`config.mk`:
```
export PLATFORM = sky130hd
export DESIGN_NAME = spst_adder
export DESIGN_NICKNAME = d
export VERILOG_FILES = /design/src/rtl/spst_pkg.sv /design/src/rtl/spst_operand_prep.sv /design/src/rtl/spst_detect.sv /design/src/rtl/spst_and_latch.sv /design/src/rtl/spst_sign_ext.sv /design/src/rtl/spst_adder.sv
export SDC_FILE = /design/constraint.sdc
export NUM_CORES = 1
export LEC_CHECK = 0
export ABC_CLOCK_PERIOD_IN_PS = 13750
export CAP_MARGIN = 20
export CORE_MARGIN = 5
export CORE_UTILIZATION = 44
export DETAILED_ROUTE_END_ITERATION = 12
export PLACE_DENSITY = 0.9
export SLEW_MARGIN = 10
export SYNTH_ARGS = -nofsm -noshare
export SYNTH_HDL_FRONTEND = slang
export SYNTH_SLANG_ARGS = --single-unit
```
`constraint.sdc`:
```
create_clock -name vclk -period 13.75
set_clock_uncertainty 0.15 [all_clocks]
set_input_delay 2.0625 -clock vclk [all_inputs]
set_output_delay 2.0625 -clock vclk [all_outputs]
set_load 0.005 [all_outputs]
```
`src/rtl/spst_pkg.sv`:
```
package spst_pkg;
  parameter int unsigned DATA_W  = 32;
  parameter int unsigned SPLIT_W = 16;

  typedef struct packed {
    logic close;
    logic carry_ctrl;
    logic sign;
  } spst_ctrl_t;
endpackage

```
`src/rtl/spst_operand_prep.sv`:
```
module spst_operand_prep #(
  parameter int unsigned W = 32
) (
  input  logic [W-1:0] b_in,
  input  logic         sub_en,
  output logic [W-1:0] b_eff,
  output logic         cin
);
  // Subtraction becomes addition of the one's complement with a carry-in of 1.
  always_comb begin
    b_eff = b_in ^ {W{sub_en}};
    cin   = sub_en;
  end
endmodule

```
`src/rtl/spst_detect.sv`:
```
module spst_detect #(
  parameter int unsigned HW = 16
) (
  input  logic [HW-1:0]         hi_a,
  input  logic [HW-1:0]         hi_b,
  input  logic                  lo_cout,
  output spst_pkg::spst_ctrl_t  ctrl
);
  logic a_flat, b_flat, a_msb, b_msb;

  always_comb begin
    a_flat = (&hi_a) | ~(|hi_a);
    b_flat = (&hi_b) | ~(|hi_b);
    a_msb  = hi_a[HW-1];
    b_msb  = hi_b[HW-1];
    ctrl.close      = a_flat & b_flat;
    // Carry only travels upward while the upper adder is live.
    ctrl.carry_ctrl = ~ctrl.close & lo_cout;
    // Both all-ones: negative. Mixed: negative unless the lower carry wraps it.
    ctrl.sign       = ctrl.close & ((a_msb & b_msb) | ((a_msb ^ b_msb) & ~lo_cout));
  end
endmodule

```
`src/rtl/spst_and_latch.sv`:
```
module spst_and_latch #(
  parameter int unsigned HW = 16
) (
  input  logic [HW-1:0] hi_a,
  input  logic [HW-1:0] hi_b,
  input  logic          close,
  output logic [HW-1:0] g_a,
  output logic [HW-1:0] g_b
);
  for (genvar i = 0; i < HW; i++) begin : g_bit
    assign g_a[i] = hi_a[i] & ~close;
    assign g_b[i] = hi_b[i] & ~close;
  end
endmodule

```
`src/rtl/spst_sign_ext.sv`:
```
module spst_sign_ext #(
  parameter int unsigned HW = 16
) (
  input  logic          a_lsb,
  input  logic          b_lsb,
  input  logic          lo_cout,
  input  logic          sign,
  output logic [HW-1:0] hi_out
);
  // Bit 16 still sees the lower carry; everything above it is pure sign.
  always_comb begin
    hi_out = {{(HW-1){sign}}, a_lsb ^ b_lsb ^ lo_cout};
  end
endmodule

```
`src/rtl/spst_adder.sv`:
```
module spst_adder #(
  parameter int unsigned W     = spst_pkg::DATA_W,
  parameter int unsigned SPLIT = spst_pkg::SPLIT_W
) (
  input  logic [W-1:0]       op_a,
  input  logic [W-1:0]       op_b,
  input  logic               sub_en,
  output logic [W-1:0]       result,
  output logic               close_o,
  output logic               carry_ctrl_o,
  output logic               sign_o,
  output logic [W-SPLIT-1:0] gated_hi_a,
  output logic [W-SPLIT-1:0] gated_hi_b
);
  localparam int unsigned HW = W - SPLIT;

  logic [W-1:0]       b_eff;
  logic               cin;
  logic [SPLIT:0]     lo_full;
  logic [HW-1:0]      hi_sum;
  logic [HW-1:0]      hi_ext;
  spst_pkg::spst_ctrl_t ctrl;

  spst_operand_prep #(.W(W)) u_prep (
    .b_in  (op_b),
    .sub_en(sub_en),
    .b_eff (b_eff),
    .cin   (cin)
  );

  always_comb begin
    lo_full = {1'b0, op_a[SPLIT-1:0]} + {1'b0, b_eff[SPLIT-1:0]} + {{SPLIT{1'b0}}, cin};
  end

  spst_detect #(.HW(HW)) u_detect (
    .hi_a   (op_a[W-1:SPLIT]),
    .hi_b   (b_eff[W-1:SPLIT]),
    .lo_cout(lo_full[SPLIT]),
    .ctrl   (ctrl)
  );

  spst_and_latch #(.HW(HW)) u_gate (
    .hi_a (op_a[W-1:SPLIT]),
    .hi_b (b_eff[W-1:SPLIT]),
    .close(ctrl.close),
    .g_a  (gated_hi_a),
    .g_b  (gated_hi_b)
  );

  always_comb begin
    hi_sum = gated_hi_a + gated_hi_b + {{(HW-1){1'b0}}, ctrl.carry_ctrl};
  end

  spst_sign_ext #(.HW(HW)) u_ext (
    .a_lsb  (op_a[SPLIT]),
    .b_lsb  (b_eff[SPLIT]),
    .lo_cout(lo_full[SPLIT]),
    .sign   (ctrl.sign),
    .hi_out (hi_ext)
  );

  always_comb begin
    result       = {(ctrl.close ? hi_ext : hi_sum), lo_full[SPLIT-1:0]};
    close_o      = ctrl.close;
    carry_ctrl_o = ctrl.carry_ctrl;
    sign_o       = ctrl.sign;
  end
endmodule

```
==> run summary <==
The run finished with clean final reports. The die covers 6890 sq um. Power spread over the standard cell area amounts to 67.3 nW/um^2. The number of antenna violations at the first check in global routing is 0, and the total routing resource utilization after global routing is 21.9%. The run gives 32.4% as the worst relative slew slack. The floorplan has 26 rows. From synthesis to final layout, the design area changed by 57.8%.

Cells fill 72.0% of the core in the end. Starting DRC count in detailed routing: 105. The worst slack on hold paths was 5.01 ns. Setup repair after global routing left no endpoint under its margin. The fraction of layout cells with a size suffix above 1 is 3.11%. The total nets after synthesis is 426, and the height of the die is 83 microns. 132 I/O pins were placed.

The synthesized design devotes to its leading area cell type 16.0% of total area. The tools report the final max-slew violation count as 0. Ranked by total cell area, the synthesized netlist is headed by sky130_fd_sc_hd__ha_1 (16%), sky130_fd_sc_hd__xnor2_1 (11%), sky130_fd_sc_hd__xor2_1 (10%). In the finished design, the share of the clock period the worst path needs comes to 69.8%.

Post-CTS repair changed the size of 0 cells. Worst hold path startpoint: op_a[0]. For the unique cell type count in the Yosys netlist, the log shows 50.

The synthesized netlist occupies a cell area of 2340 sq um. The tools report the via count of the first global-routing pass as 2763. STA classifies the critical path startpoint as a primary input. Post-CTS setup buffer count: 0. For the worst setup path, the data required time is 11.54 ns.

The tools report the least setup slack across all paths after layout as 4.15 ns. The reported leakage power was 1.56 nW. The logs give 0 for the hold-fix buffer count after cts and 0 sq um for the area taken by flip-flops and latches. The count of sequential standard cells came out at 0. The tightest min-delay check is of the in -> out type.

Subtracting the final worst setup slack from the clock period gives 9.60 ns. After layout, the clock buffer instance count stands at 0. The slew of the pin with the lowest slew margin works out to 1.01 ns. Final setup violation count: 0. Counting instances in the post-synthesis netlist gives the leading cell types as sky130_fd_sc_hd__nor2_1 (35), sky130_fd_sc_hd__ha_1 (30), sky130_fd_sc_hd__xnor2_1 (30). Data on the critical path arrives at its endpoint at 7.39 ns. The run gives 4 as the first-pass detailed-route iteration total.

sky130_fd_sc_hd__ha_1 takes more of the synthesized area than any other cell. Synthesis produced 328 cells. Once detail routing completed, the nets flagged for antenna violations numbered 0. Mean cell area of the mapped netlist: 7.15 sq um. The final-report hold violation count is 0.

For this configuration, the core starts out at a cell density of 45.6%. After floorplanning, the core was sized to cover 5140 sq um. Derived from the worst setup path, the maximum achievable clock frequency is 0.104 GHz. In the final design database the tool counted 550 nets.

The maximum net fanout on the critical path was 32. Across the run, the number of max-cap violations was 0. Summed over all nets, the half-perimeter wirelength after detailed placement is 6900 microns.

For this run the aggregate overflow at the end of global routing stands at 0. Summed over all failing endpoints, the final setup total negative slack is 0 ns. The most critical setup path has its startpoint at sub_en. For this block, the routed nets add up to 8050 microns of wire. The placed instance count came out at 520.

After detailed routing, the number of vias per cell comes to 5.51. Entering global routing, the biggest net connects 41 pins. The worst hold path passes through 3 cells.

Across the VDD grid, the largest voltage drop is 0.0367 mV. The congestion estimate from routability-driven global placement came to 0.884. The first global-routing pass estimated 13200 microns of wire. The count of synthesis-stage warnings from yosys was 0. Prior to clock tree synthesis, the placed netlist has a worst setup slack of 4.18 ns.

Average wire per standard cell: 15.5 microns. The total via count after detailed routing came out at 2864. The class of the most critical setup path was in -> out. In the routed design, unresolved DRC markers number 0. The layout has 427 filler cells. The share of the yosys chip area belonging to registers was 0%; the width of the die was 83 microns.

The tools report the final cell count without fillers as 520. The most common cell in the synthesized netlist is sky130_fd_sc_hd__nor2_1. Number of input and output port buffers inserted: 132.

The critical path capture point type is an output port. Count of antenna diodes in the layout: 0.
[final timing paths]
check,to,slack (ns)
hold / removal,result[0],5.01
setup / recovery,result[30],4.15
[cells in the final DEF, fill, tap and decap left out, types with 4 or more instances in the layout]
cell type | netlist | routed
sky130_fd_sc_hd__clkdlybuf4s50_1 | 0 | 131
sky130_fd_sc_hd__nand2_1 | 18 | 18
sky130_fd_sc_hd__ha_1 | 30 | 30
sky130_fd_sc_hd__nor2_1 | 35 | 35
sky130_fd_sc_hd__a21o_1 | 18 | 18
sky130_fd_sc_hd__and2_1 | 19 | 19
sky130_fd_sc_hd__nand2b_1 | 7 | 7
sky130_fd_sc_hd__xor2_1 | 27 | 27
sky130_fd_sc_hd__inv_1 | 11 | 11
sky130_fd_sc_hd__nand4_1 | 10 | 10
sky130_fd_sc_hd__o21a_1 | 7 | 7
sky130_fd_sc_hd__xnor2_1 | 30 | 30
sky130_fd_sc_hd__nor4_1 | 12 | 12
sky130_fd_sc_hd__nor3_1 | 5 | 5
sky130_fd_sc_hd__o21ai_0 | 12 | 12
sky130_fd_sc_hd__o31a_1 | 5 | 5
sky130_fd_sc_hd__a31oi_1 | 4 | 4
sky130_fd_sc_hd__o21bai_1 | 4 | 4
sky130_fd_sc_hd__a21oi_1 | 20 | 20
[cells by family after synthesis]
family	Yosys count	share of synthesized area [%]
AOI/OAI and AO/OA	89	27.1
muxes	2	1.01
buffers and inverters	23	4.32
adders and majority gates	33	18.6
and+or+nand+nor	124	27.7
xor gates and xnor gates	57	21.3
[report_power, final]
part,internal (mW),switching (mW)
registers,0,0
clock network,0,0
logic,0.144,0.105
[routing by layer]
| layer | wire length [microns] | global-route usage [%] | part of all wire, % | up-vias |
|---|---|---|---|---|
| li1 | - | - | - | 1439 |
| met1 | 3360 | 26.7 | 42 | 1335 |
| met2 | 4120 | 41.0 | 51 | 78 |
| met3 | 413 | 2.87 | 5.1 | 12 |
| met4 | 157 | 4.01 | 2.0 | 0 |
| met5 | 0 | 0 | 0 | - |
[worst max-delay path, cell delays in order]
cell	delay (ns)
sky130_fd_sc_hd__buf_2	0.69
sky130_fd_sc_hd__xor2_1	0.16
sky130_fd_sc_hd__ha_1	0.36
sky130_fd_sc_hd__nor2b_1	0.16
sky130_fd_sc_hd__o21ai_2	0.14
sky130_fd_sc_hd__a21oi_1	0.13
sky130_fd_sc_hd__o41ai_1	0.45
sky130_fd_sc_hd__a21oi_1	0.24
sky130_fd_sc_hd__a21oi_1	0.20
sky130_fd_sc_hd__nor2_1	0.09
sky130_fd_sc_hd__fa_1	0.47
sky130_fd_sc_hd__inv_1	0.08
sky130_fd_sc_hd__fa_1	0.17
sky130_fd_sc_hd__nand2b_1	0.14
sky130_fd_sc_hd__a21oi_1	0.13
sky130_fd_sc_hd__o311ai_0	0.51
sky130_fd_sc_hd__nand3b_1	0.19
sky130_fd_sc_hd__a31oi_1	0.24
sky130_fd_sc_hd__xnor2_1	0.14
sky130_fd_sc_hd__a21o_1	0.14
sky130_fd_sc_hd__clkdlybuf4s50_1	0.50
[stage by stage]
| stage | power [mW] | instance area (sq um) |
|---|---|---|
| finish | 0.249 | 3700 |
| global route | 0.271 | 3700 |
| detailed placement | 0.249 | 3700 |
| floorplan | 0.129 | 2340 |
| CTS | 0.250 | 3700 |
| global placement | 0.245 | 3700 |
[final cells by class]
cell class | count | area [sq um] | area share (%)
well taps | 70 | 87.6 | 2.37
inverters | 12 | 45.0 | 1.22
multi-input cells | 305 | 2240 | 60.6
repair buffers | 133 | 1320 | 35.8
No activity file was read; power rests on OpenSTA's default activity.
